$ cat config.mk
export PLATFORM = sky130hd
export DESIGN_NAME = rs485_tx_de
export DESIGN_NICKNAME = d
export VERILOG_FILES = /design/src/rtl/rs485_tx_pkg.sv /design/src/rtl/tx_fifo.sv /design/src/rtl/tx_fsm.sv /design/src/rtl/tx_irq_mux.sv /design/src/rtl/rs485_tx_de.sv
export SDC_FILE = /design/constraint.sdc
export NUM_CORES = 1
export LEC_CHECK = 0
export ABC_CLOCK_PERIOD_IN_PS = 4250
export CORE_ASPECT_RATIO = 1.75
export CORE_MARGIN = 10
export CORE_UTILIZATION = 50
export CTS_CLUSTER_DIAMETER = 30
export DETAILED_ROUTE_END_ITERATION = 8
export DONT_BUFFER_PORTS = 1
export GPL_ROUTABILITY_DRIVEN = 0
export PLACE_DENSITY_LB_ADDON = 0.2
export REMOVE_ABC_BUFFERS = 1
export SKIP_LAST_GASP = 1
export SYNTH_ARGS = -nofsm -noshare
export SYNTH_HDL_FRONTEND = slang
export SYNTH_HIERARCHICAL = 1
export SYNTH_SLANG_ARGS = --single-unit
$ cat constraint.sdc
create_clock -name clk -period 4.25 [get_ports clk]
set_clock_uncertainty 0.15 [all_clocks]
set_input_delay 0.85 -clock clk [delete_from_list [all_inputs] [get_ports clk]]
set_output_delay 0.85 -clock clk [all_outputs]
set_load 0.02 [all_outputs]
$ cat src/rtl/rs485_tx_pkg.sv
`timescale 1ns/1ps
package rs485_tx_pkg;
    typedef enum logic [2:0] {
        S_IDLE, S_LEAD, S_START, S_DATA, S_STOP, S_GUARD, S_TRAIL
    } tx_state_e;

    typedef enum logic [1:0] {
        IRQ_SPACE = 2'd0,
        IRQ_DONE  = 2'd1,
        IRQ_LOAD  = 2'd2,
        IRQ_OFF   = 2'd3
    } irq_sel_e;
endpackage

$ cat src/rtl/tx_fifo.sv
`timescale 1ns/1ps
module tx_fifo #(
    parameter int DW    = 8,
    parameter int DEPTH = 4
) (
    input  logic          clk,
    input  logic          rst_n,
    input  logic          push,
    input  logic [DW-1:0] wdata,
    input  logic          pop,
    output logic [DW-1:0] rdata,
    output logic          empty,
    output logic          full,
    output logic          overflow
);
    localparam int AW = $clog2(DEPTH);
    localparam int CW = AW + 1;

    logic [DW-1:0] mem [DEPTH];
    logic [AW-1:0] wr_ptr, rd_ptr;
    logic [CW-1:0] count;
    logic          do_push, do_pop;

    assign empty   = (count == '0);
    assign full    = (count == CW'(DEPTH));
    assign do_pop  = pop && !empty;
    assign do_push = push && (!full || do_pop);
    assign rdata   = mem[rd_ptr];

    function automatic logic [AW-1:0] bump(input logic [AW-1:0] p);
        return (p == AW'(DEPTH - 1)) ? '0 : p + 1'b1;
    endfunction

    always_ff @(posedge clk or negedge rst_n) begin
        if (!rst_n) begin
            wr_ptr   <= '0;
            rd_ptr   <= '0;
            count    <= '0;
            overflow <= 1'b0;
        end else begin
            if (do_push) wr_ptr <= bump(wr_ptr);
            if (do_pop)  rd_ptr <= bump(rd_ptr);
            if (do_push && !do_pop)      count <= count + 1'b1;
            else if (do_pop && !do_push) count <= count - 1'b1;
            if (push && !do_push) overflow <= 1'b1;
        end
    end

    always_ff @(posedge clk) begin
        if (do_push) mem[wr_ptr] <= wdata;
    end

    assert_no_overflow_R7: assert property (@(posedge clk) disable iff (!rst_n)
        (push && full && !pop) |=> overflow);
    assert_overflow_sticky_R7: assert property (@(posedge clk) disable iff (!rst_n)
        overflow |=> overflow);
    assert_pop_nonempty_R7: assert property (@(posedge clk) disable iff (!rst_n)
        pop |-> !empty);
endmodule

$ cat src/rtl/tx_fsm.sv
`timescale 1ns/1ps
module tx_fsm
    import rs485_tx_pkg::*;
#(
    parameter int DW      = 8,
    parameter int GUARD_W = 4
) (
    input  logic               clk,
    input  logic               rst_n,
    input  logic               baud_tick,
    input  logic               fifo_empty,
    input  logic [DW-1:0]      fifo_rdata,
    input  logic [GUARD_W-1:0] cfg_guard,
    input  logic               cfg_trailer,
    output logic               fifo_pop,
    output logic               tx,
    output logic               de,
    output logic               shift_empty,
    output logic               load_evt
);
    localparam int BW = $clog2(DW);

    tx_state_e          st, nxt;
    logic [DW-1:0]      shreg;
    logic [BW-1:0]      bitcnt;
    logic [GUARD_W-1:0] gcnt;

    // next state
    always_comb begin
        nxt = st;
        unique case (st)
            S_IDLE:  if (!fifo_empty) nxt = S_LEAD;
            S_LEAD:  if (baud_tick) nxt = S_START;
            S_START: if (baud_tick) nxt = S_DATA;
            S_DATA:  if (baud_tick && bitcnt == BW'(DW - 1)) nxt = S_STOP;
            S_STOP:  if (baud_tick) begin
                         if (!fifo_empty)          nxt = S_START;
                         else if (cfg_trailer)     nxt = S_TRAIL;
                         else if (cfg_guard == '0) nxt = S_IDLE;
                         else                      nxt = S_GUARD;
                     end
            S_GUARD: if (baud_tick) begin
                         if (!fifo_empty)                     nxt = S_START;
                         else if (gcnt == GUARD_W'(1))        nxt = S_IDLE;
                     end
            S_TRAIL: if (baud_tick) nxt = S_IDLE;
            default: nxt = S_IDLE;
        endcase
    end

    assign fifo_pop = baud_tick && !fifo_empty &&
                      (st == S_LEAD || st == S_STOP || st == S_GUARD);

    // state register
    always_ff @(posedge clk or negedge rst_n) begin
        if (!rst_n) st <= S_IDLE;
        else        st <= nxt;
    end

    // shifter, bit and guard counters
    always_ff @(posedge clk or negedge rst_n) begin
        if (!rst_n) begin
            shreg    <= '1;
            bitcnt   <= '0;
            gcnt     <= '0;
            load_evt <= 1'b0;
        end else begin
            load_evt <= fifo_pop;
            if (fifo_pop) begin
                shreg  <= fifo_rdata;
                bitcnt <= '0;
            end else if (st == S_DATA && baud_tick) begin
                shreg  <= {1'b1, shreg[DW-1:1]};
                bitcnt <= bitcnt + 1'b1;
            end
            if (st == S_STOP && baud_tick)       gcnt <= cfg_guard;
            else if (st == S_GUARD && baud_tick) gcnt <= gcnt - 1'b1;
        end
    end

    // outputs
    always_comb begin
        tx          = 1'b1;
        de          = 1'b1;
        shift_empty = 1'b0;
        unique case (st)
            S_IDLE:  begin de = 1'b0; shift_empty = 1'b1; end
            S_LEAD:  shift_empty = 1'b1;
            S_START: tx = 1'b0;
            S_DATA:  tx = shreg[0];
            S_STOP:  tx = 1'b1;
            S_GUARD: shift_empty = 1'b1;
            S_TRAIL: tx = 1'b0;
            default: begin de = 1'b0; shift_empty = 1'b1; end
        endcase
    end

    assert_low_needs_driver_R1: assert property (@(posedge clk) disable iff (!rst_n)
        !tx |-> de);
    assert_start_after_lead_R3: assert property (@(posedge clk) disable iff (!rst_n)
        $fell(tx) |-> $past(de));
    assert_empty_is_idle_R2: assert property (@(posedge clk) disable iff (!rst_n)
        shift_empty |-> tx);
    assert_release_point_R4: assert property (@(posedge clk) disable iff (!rst_n)
        $fell(de) |-> ($past(baud_tick) &&
                      ($past(st) == S_STOP || $past(st) == S_GUARD || $past(st) == S_TRAIL)));
    assert_guard_cancel_R5: assert property (@(posedge clk) disable iff (!rst_n)
        (st == S_GUARD && !fifo_empty && baud_tick) |=> (st == S_START && de));
    assert_trailer_drop_R6: assert property (@(posedge clk) disable iff (!rst_n)
        (st == S_TRAIL && baud_tick) |=> (!de && tx));
endmodule

$ cat src/rtl/tx_irq_mux.sv
`timescale 1ns/1ps
module tx_irq_mux
    import rs485_tx_pkg::*;
(
    input  logic [1:0] sel,
    input  logic       space,
    input  logic       done,
    input  logic       load_evt,
    output logic       irq
);
    always_comb begin
        unique case (irq_sel_e'(sel))
            IRQ_SPACE: irq = space;
            IRQ_DONE:  irq = done;
            IRQ_LOAD:  irq = load_evt;
            IRQ_OFF:   irq = 1'b0;
            default:   irq = 1'b0;
        endcase
    end
endmodule

$ cat src/rtl/rs485_tx_de.sv
`timescale 1ns/1ps
module rs485_tx_de #(
    parameter int DW      = 8,
    parameter int DEPTH   = 4,
    parameter int GUARD_W = 4
) (
    input  logic               clk,
    input  logic               rst_n,
    input  logic               wr_en,
    input  logic [DW-1:0]      wr_data,
    input  logic               baud_tick,
    input  logic [GUARD_W-1:0] cfg_guard,
    input  logic               cfg_trailer,
    input  logic [1:0]         cfg_irq_sel,
    output logic               tx,
    output logic               de,
    output logic               hold_ready,
    output logic               shift_empty,
    output logic               overflow,
    output logic               irq
);
    logic          f_empty, f_full, f_pop, load_evt;
    logic [DW-1:0] f_rdata;

    tx_fifo #(.DW(DW), .DEPTH(DEPTH)) u_fifo (
        .clk(clk), .rst_n(rst_n), .push(wr_en), .wdata(wr_data), .pop(f_pop),
        .rdata(f_rdata), .empty(f_empty), .full(f_full), .overflow(overflow)
    );

    tx_fsm #(.DW(DW), .GUARD_W(GUARD_W)) u_fsm (
        .clk(clk), .rst_n(rst_n), .baud_tick(baud_tick), .fifo_empty(f_empty),
        .fifo_rdata(f_rdata), .cfg_guard(cfg_guard), .cfg_trailer(cfg_trailer),
        .fifo_pop(f_pop), .tx(tx), .de(de), .shift_empty(shift_empty),
        .load_evt(load_evt)
    );

    assign hold_ready = !f_full;

    tx_irq_mux u_irq (
        .sel(cfg_irq_sel), .space(!f_full), .done(shift_empty && f_empty),
        .load_evt(load_evt), .irq(irq)
    );

    assert_irq_off_R8: assert property (@(posedge clk) disable iff (!rst_n)
        (cfg_irq_sel == 2'd3) |-> !irq);
endmodule

==> results of run 1 <==
-- synth_stat cells (all sizes together), types with 2 or more instances --
cell type   n
and2        5
buf         8
nor3b       3
dfstp       8
nand3       2
o22ai       2
mux2i       2
nor2        8
mux2        7
nand2b      5
a21oi       5
a221oi      2
a21o        8
dfrtp      19
o21ai      12
xor2        2
nor3        3
o211ai      4
mux4        8
edfxtp     32
inv         9
nand2       9
a22o        7
ha         10
-- cell families after synthesis --
kind of cell,after synthesis,synth area share [%]
simple gates,42,9.73
buf+inv,18,3.33
compound gates,44,12.1
fa+ha+maj,11,5.15
mux,17,10.3
xor+xnor,3,0.933
flops,59,58.5
-- through the flow --
step	instances	hold WS (ps)	power, W	setup slack, ps
floorplan	185	315	0.00159	1130
global placement	262	332	0.00173	1450
detailed placement	262	344	0.00178	1390
CTS	277	31.2	0.00227	1080
global route	277	22.6	0.00240	971
finish	277	48.0	0.00224	1130
-- layout make-up --
type                    count  area, um^2
multi-input cells         117        1080
clock inverters             6        67.6
clock buffers               9         124
flip-flops and latches     59        1650
well taps                  76        95.1
fillers                   470        2490
inverters                   9        33.8
repair buffers              1        7.51
-- sequential cells by signal (all words and copies together) (netlist names) --
| register | flops |
|---|---|
| u_fifo/overflow | 1 |
| u_fsm/shreg | 8 |
| u_fifo/rd_ptr | 2 |
| u_fsm/gcnt | 4 |
| u_fifo/count | 3 |
| u_fsm/bitcnt | 3 |
| u_fsm/st | 3 |
| u_fifo/mem | 32 |
| u_fsm/load_evt | 1 |
| u_fifo/wr_ptr | 2 |
-- power breakdown --
group          internal (W)  switching, W
clock network      0.000267      0.000220
registers          0.000822      0.000195
logic              0.000378      0.000354
total               0.00147      0.000769
-- how the worst min path moves through the flow --
stage | from | endpoint | slack [ps] | cells after the start
floorplan | u_fifo/count[2] | u_fifo/count[2] | 310 | 1
global placement | u_fifo/count[2] | u_fifo/count[2] | 330 | 1
detailed placement | u_fifo/count[2] | u_fifo/count[2] | 340 | 1
CTS | rst_n | u_fsm/st[0] | 30 | 0
global route | rst_n | u_fsm/st[0] | 20 | 0
finish | rst_n | u_fsm/st[0] | 50 | 0
-- worst register-to-register path, stage by stage (launching register included) --
cell and delay, ps:
dfrtp_1 710, o21ai_2 130, nor3_2 110, buf_4 230, inv_1 110, a21boi_4 240, ha_1 220, inv_1 60
fa_1 370, xor2_1 150, nor2_1 110, xor2_1 140
-- routing by layer --
| layer | track usage (%) | vias to the layer above | part of all wire, % |
|---|---|---|---|
| met5 | 0 | - | 0 |
| met4 | 7.24 | 0 | 3.0 |
| li1 | - | 726 | - |
| met2 | 20.4 | 36 | 56 |
| met3 | 5.05 | 14 | 6.6 |
| met1 | 10.3 | 794 | 34 |
==> out/metrics.yaml, run 1 <==
slowest_delay_ps: 670
ir_drop_mv: 0.363
min_period_ps: 3120
die_h_um: 119
ctsResizeCount: 0
min_period_over_period_pct: 73.4
first_global_vias: 1764
core_area_um2: 5540
power_density_nw_per_um2: 733
status: "finished, final reports clean"
cts_setup_buffers: 0
gr-total-overflow: 0
r2r_start: "u_fsm/st[0]"
insertion_delay_ps: 340
dp_hpwl_mm: 3.57
cpMaxStageDelayCell: "o21ai_0"
cts_tree: "built"
avgSynthCellArea_um2: 14.5
finalInstanceArea_um2: 3050
hold_viol: 0
layout-drive-gt1-share_pct: 29.4
min_path_type: "primary input to async pin"
p_leak_nw: 1.20
antenna_found_initial: 0
synthTopCellsByArea: "edfxtp_1, dfrtp_1, dfstp_2"
worstSetupStartpointType: "flop"
finalMaxSlewViolations: 0
synth_seq_cells: 59
cts_root_buffer: "clkbuf_8"
required_ps: 3250
area_growth_pct: 8.31
slew_headroom_pct: 50.9
synth_area_leader_cell: "edfxtp_1"
post-route-util_pct: 55.1
worst_ep_arrival_time_ps: 2120
yosysSeqAreaShare_pct: 58.5
ys_warn_count: 6
io_pins: 25
endpoint: "irq"
num_rows: 36
synth-main-ff-cell: "edfxtp_1"
cts.sinks: 59
finalSetupViolCount: 0
critPathLaunch: "u_fsm/st[2]"
worstPathCellList: "o21ai_0 > and2_1 > nand3b_1 > o21ai_1"
numPortBuffers: 0
syn_inst: 194
vias: 1570
yosysUniqueCellTypes: 52
initial_utilization_pct: 50.8
die_w_um: 76.7
fmax_ghz: 0.320
clk_path_buf_depth: 2
ant_nets: 0
maxCapViolCount: 0
final_cell_mix: "edfxtp_1, dfrtp_1, ha_1"
tightest_slew_ps: 729
finalWirelength_mm: 4.73
path_class: "flop to primary output"
syn_area_um2: 2820
layout.nets: 227
worstPathMaxFanout: 16
setup.worst_path.end_class: "primary output"
grt_max_degree: 28
drt_iter0_drc: 62
drc: 0
grt_usage_pct: 11.5
routedWlPerCell_um: 17.1
synth_edf_count: 32
n_antenna_cell: 0
path_buf_inv: 0
ys_async_sr_fraction_pct: 45.8
first_pass_iters: 4
reg2reg_slack_ps: 1450
yosys.area.top_type_share_pct: 34.1
tns_ps: 0
place_area_um2: 2860
grt_pass1_wl_mm: 8.22
rsz0062_at_grt: "no"
clk_pin_slew_ps: 70
htreeDepth: 3
cts_hold_buf: 0
cts_made_buffers: 9
reg2reg_depth: 11
cp.depth: 4
dieArea_um2: 9150
via_per_inst: 5.67
layout_commonest_cell: "edfxtp_1"
critical_path.top_delay_family: "compound AO/OA/AOI/OAI gates"
regToRegEndpoint: "u_fifo/count[2]"
Note: power is estimated with default switching activity, not from simulation.
==> inputs of run 2 (changes only) <==
- ABC_CLOCK_PERIOD_IN_PS: 4250 -> 2600
- clock period: 4.25 -> 2.6 ns (I/O delays scaled with it)
==> run 2 against run 1 <==
Net effect: die area unchanged; worst setup slack got worse by 950 ps; via count rose by 0.45%; clock power increased by 53%; wire length grew 3.6%; sequential share of layout area decreased by 1.2 points; power rose by 65%; critical path type is now flop to flop; largest cell class unchanged; largest power group unchanged; highest routed layer unchanged.
==> out/metrics.yaml, run 2 (synthesized netlist as in run 1, its figures left out) <==
status: "finished, final reports clean"
initial_utilization_pct: 50.8  # unchanged
clk_pin_slew_ps: 70  # about the same
num_rows: 36  # unchanged
clk_path_buf_depth: 2  # unchanged
htreeDepth: 3  # unchanged
whs_endpoint: "u_fifo/mem[3][4]"
dieArea_um2: 9150  # unchanged
slew_headroom_pct: 62.5  # +12 points
cts_tree: "built"
regToRegEndpoint: "u_fifo/count[2]"
area_growth_pct: 10.9
layout.cells.non_filler: 286  # +3.2%
hold_slack_ps: 133  # +85.2 ps
ff_latch_area_um2: 1650  # +0.15%
reg2reg_slack_ps: 170  # -1280 ps
first_global_vias: 1764  # unchanged
core_area_um2: 5540  # unchanged
final_cell_mix: "edfxtp_1, dfrtp_1, clkbuf_8, ha_1, inv_1"
largest_reg_flops: 32  # unchanged
p_leak_nw: 1.24  # +3.3%
worstPathMaxFanout: 14  # -2
r2r_start: "u_fifo/count[0]"
hold_viol: 0  # unchanged
ant_nets: 0  # unchanged
ir_drop_mv: 0.656  # +81%
drc: 0  # unchanged
power_density_nw_per_um2: 1180  # +61%
first_pass_iters: 4  # unchanged
drt_iter0_drc: 43  # -31%
finalMaxSlewViolations: 0  # unchanged
fmax_ghz: 0.412
maxCapViolCount: 0  # unchanged
die_h_um: 119  # unchanged
place_inst: 268  # +2.3%
insertion_delay_ps: 330  # about the same
fin_ws_ps: 175  # -954 ps
grt_usage_pct: 11.5  # -0.040 points
finalWirelength_mm: 4.90  # +3.6%
hold_depth: 0
setup.worst_path.end_class: "flop"
min_period_ps: 2430
reg2reg_depth: 10  # -1
rsz0062_at_grt: "no"
place_ws_ps: 109  # -1280 ps
required_ps: 2700  # -550 ps
vias: 1577  # +0.45%
multiInputGateArea_um2: 1080  # unchanged
cts_root_buffer: "clkbuf_8"
cts.sinks: 59  # unchanged
routedWlPerCell_um: 17.1  # +0.35%
gr-total-overflow: 0  # unchanged
hold_start: "wr_data[4]"
layout-drive-gt1-share_pct: 32.9  # +3.5 points
reg_top3: "u_fifo/mem: 32 flops, u_fsm/shreg: 8 flops, u_fsm/gcnt: 4 flops"
min_path_type: "primary input to flop"
layout.nets: 235  # +3.5%
cts_made_buffers: 9  # unchanged
grt_max_degree: 28  # unchanged
n_antenna_cell: 0  # unchanged
grt_pass1_wl_mm: 8.31  # +1.1%
worst_ep_arrival_time_ps: 2520  # +400 ps
tightest_slew_ps: 562  # -167 ps
finalSetupViolCount: 0  # unchanged
via_per_inst: 5.51  # -2.7%
path_class: "flop to flop"
die_w_um: 76.7  # unchanged
fillers: 460  # -2.1%
regMostFlops: "u_fifo/mem"
min_period_over_period_pct: 93.3
layout_commonest_cell: "edfxtp_1"
numPortBuffers: 0  # unchanged
io_pins: 25  # unchanged
worstSetupStartpointType: "flop"
dp_hpwl_mm: 3.73  # +4.5%
antenna_found_initial: 0  # unchanged
==> run 2: layer usage <==
layer / GRT usage [%] / wire [um] / up-vias
li1: - / - / 746
met1: 10.9 / 1830 / 791
met2: 21.1 / 2750 / 30
met3: 4.37 / 246 / 10
met4: 5.02 / 79 / 0
met5: 0 / 0 / -
==> run 2: per-stage QoR <==
stage	instance area, um^2	total power [W]	util (%)	setup TNS, ps
floorplan	2760	0.00260	-	-630
global placement	2900	0.00288	52.4	0
detailed placement	2900	0.00297	52.4	0
CTS	3120	0.00374	56.3	0
global route	3120	0.00396	56.4	0
finish	3120	0.00368	56.4	0
==> run 2: power by group <==
| part | leakage [nW] | internal, W | switching, W |
|---|---|---|---|
| clock network | 0.0891 | 0.000379 | 0.000367 |
| logic | 0.547 | 0.000669 | 0.000669 |
| registers | 0.608 | 0.00135 | 0.000251 |
| total | 1.24 | 0.00240 | 0.00129 |
==> run 2: layout make-up <==
type | count | share of cell area (%)
inverters | 9 | 1.08
flip-flops and latches | 59 | 52.8
well taps | 76 | 3.04
multi-input cells | 117 | 34.4
repair buffers | 9 | 2.64
clock buffers | 10 | 4.41
clock inverters | 6 | 1.60
==> run 2: worst max-delay path: stages, from the launching register on <==
cell and delay, ps:
dfrtp_2 450, nor3_1 300, nor3_2 100, buf_4 200
nand2b_4 100, ha_1 180, inv_1 60, fa_1 380
xor2_1 150, nor2_1 120, xor2_1 160
==> run 2: how the worst max path moves through the flow <==
stage	from	endpoint	slack, ps	cells past startpoint
after floorplan	u_fsm/st[0]	u_fifo/count[2]	-330	10
after detailed placement	u_fifo/count[0]	u_fifo/count[2]	110	10
final	u_fifo/count[0]	u_fifo/count[2]	170	10
after CTS	u_fifo/count[0]	u_fifo/count[2]	90	10
after global routing	u_fifo/count[0]	u_fifo/count[2]	30	10
after global placement	u_fifo/count[0]	u_fifo/count[2]	240	10
==> run 2: repair_timing <==
item                                   4_1_cts  5_1_grt
setup endpoints to repair                    0        1
resized for setup                            0        2
buffers inserted                             0        0
hold buffers                                 2        0
endpoints found under the hold margin       27        0
==> inputs of run 3 (changes only) <==
- CORE_MARGIN: 10 -> default
==> run 3 against run 2 <==
Net effect: final cell count decreased by 0.70%; sequential cell count unchanged; largest power group unchanged; worst setup slack better by 1.1 ps; power grew 5.1%; critical endpoint unchanged; first-iteration DRC count up 110%.
==> out/metrics.yaml, run 3 (synthesized netlist as in run 1, its figures left out) <==
clk_pin_slew_ps: 70  # about the same
drc: 0  # unchanged
core_area_um2: 5340  # -3.6%
layout.cells.non_filler: 284  # -0.70%
antenna_found_initial: 0  # unchanged
p_leak_nw: 1.27  # +2.0%
cts_setup_buffers: 0  # unchanged
tns_ps: 0  # unchanged
cts.sinks: 59  # unchanged
slew_headroom_pct: 62.2  # -0.33 points
final_cell_mix: "edfxtp_1, dfrtp_1, ha_1"
io_pins: 25  # unchanged
first_global_vias: 1637  # -7.2%
finalMaxSlewViolations: 0  # unchanged
insertion_delay_ps: 340  # about the same
hold_viol: 0  # unchanged
setup.worst_path.end_class: "flop"
post-route-util_pct: 59.1  # +2.7 points
largest_reg_flops: 32  # unchanged
path_class: "flop to flop"
htreeDepth: 3  # unchanged
initial_utilization_pct: 52.7  # +1.9 points
dp_hpwl_mm: 3.32  # -11%
grt_max_degree: 28  # unchanged
power_density_nw_per_um2: 1230  # +4.0%
clk_path_buf_depth: 2  # unchanged
routedWlPerCell_um: 16.4  # -4.1%
min_period_ps: 2420  # -1.13 ps
finalSetupViolCount: 0  # unchanged
n_antenna_cell: 0  # unchanged
min_period_over_period_pct: 93.2  # about the same
layout_commonest_cell: "edfxtp_1"
critPathLaunch: "u_fifo/count[0]"
reg_top3: "u_fifo/mem: 32 flops, u_fsm/shreg: 8 flops, u_fsm/gcnt: 4 flops"
power.total_w: 0.00387  # +5.1%
via_per_inst: 5.61  # +1.7%
cts_tree: "built"
status: "finished, final reports clean"
first_pass_iters: 4  # unchanged
fmax_ghz: 0.412  # about the same
dieArea_um2: 5950  # -35%
num_rows: 35  # -2.8%
numPortBuffers: 0  # unchanged
min_path_type: "primary input to flop"
worst_ep_arrival_time_ps: 2530  # about the same
ant_nets: 0  # unchanged
grt_usage_pct: 18.2  # +6.8 points
cts_root_buffer: "clkbuf_8"
finalWirelength_mm: 4.67  # -4.7%
drt_iter0_drc: 90  # +110%
required_ps: 2710  # about the same
regMostFlops: "u_fifo/mem"
tightest_slew_ps: 567  # +4.92 ps
area_growth_pct: 12.1
grt_pass1_wl_mm: 7.60  # -8.5%
hold_start: "wr_data[4]"
ir_drop_mv: 0.653  # -0.42%
cts_made_buffers: 9  # unchanged
worstPathMaxFanout: 14  # unchanged
layout.nets: 235  # unchanged
worstSetupStartpointType: "flop"
r2r_start: "u_fifo/count[0]"
vias: 1593  # +1.0%
place_inst: 266  # -0.75%
maxCapViolCount: 0  # unchanged
layout-drive-gt1-share_pct: 32.9  # unchanged
die_h_um: 101  # -15%
gr-total-overflow: 0  # unchanged
rsz0062_at_grt: "no"
die_w_um: 58.7  # -23%
==> run 3: changes by cell type in the layout (fill, tap and decap cells not counted), sizes merged <==
cell / delta
inv: +1
clkinvlp: -2
bufinv: +2
clkbuf: -1
==> run 3: what timing repair did <==
item	in CTS	in global routing
endpoints found under the hold margin	27	0
resized for setup	0	2
hold buffers	2	0
endpoints found under the setup margin	0	1
==> run 3: worst paths after layout <==
path,to,slack [ps],cells past startpoint
max,u_fifo/count[2],180,10
min,u_fifo/mem[3][4],120,0
max reg2reg,u_fifo/count[2],180,10
min reg2reg,u_fsm/shreg[6],360,1
max in group asynchronous,u_fsm/shreg[7],1570,2
min in group asynchronous,u_fsm/gcnt[3],490,2
==> run 3: cell type report <==
| cell class | instances | area, um^2 |
|---|---|---|
| flip-flops and latches | 59 | 1650 |
| well taps | 74 | 92.6 |
| fillers | 447 | 2180 |
| repair buffers | 9 | 82.6 |
| clock buffers | 9 | 124 |
| clock inverters | 7 | 100 |
| multi-input cells | 117 | 1080 |
| inverters | 9 | 33.8 |
==> run 3: through the flow <==
| stage | hold WS (ps) | instance area (um^2) | setup WS [ps] |
|---|---|---|---|
| 5_1_grt | 86.3 | 3160 | 40.1 |
| 2_1_floorplan | 74.4 | 2760 | -331 |
| 4_1_cts | 97.1 | 3160 | 86.6 |
| 3_5_place_dp | 75.1 | 2900 | 111 |
| 6_report | 118 | 3160 | 176 |
| 3_3_place_gp | 75.1 | 2900 | 247 |
==> run 3: power by group <==
part | internal, W | switching [W] | total (W)
Sequential | 0.00135 | 0.000253 | 0.00160
Clock | 0.000547 | 0.000385 | 0.000932
Combinational | 0.000671 | 0.000666 | 0.00134
==> run 3: critical path, stage by stage, from the launching register on <==
cell      delay (ps)
dfrtp_2          460
nor3_1           300
nor3_2            90
buf_4            200
nand2b_4          90
ha_1             180
inv_1             60
fa_1             380
xor2_1           150
nor2_1           110
xor2_1           180
==> run 3: metal layers <==
| metal | wire length, um | global-route usage [%] | up-vias |
|---|---|---|---|
| li1 | - | - | 745 |
| met1 | 1750 | 18.3 | 801 |
| met2 | 2620 | 32.3 | 36 |
| met3 | 195 | 6.39 | 11 |
| met4 | 112 | 9.34 | 0 |
| met5 | 0 | 0 | - |
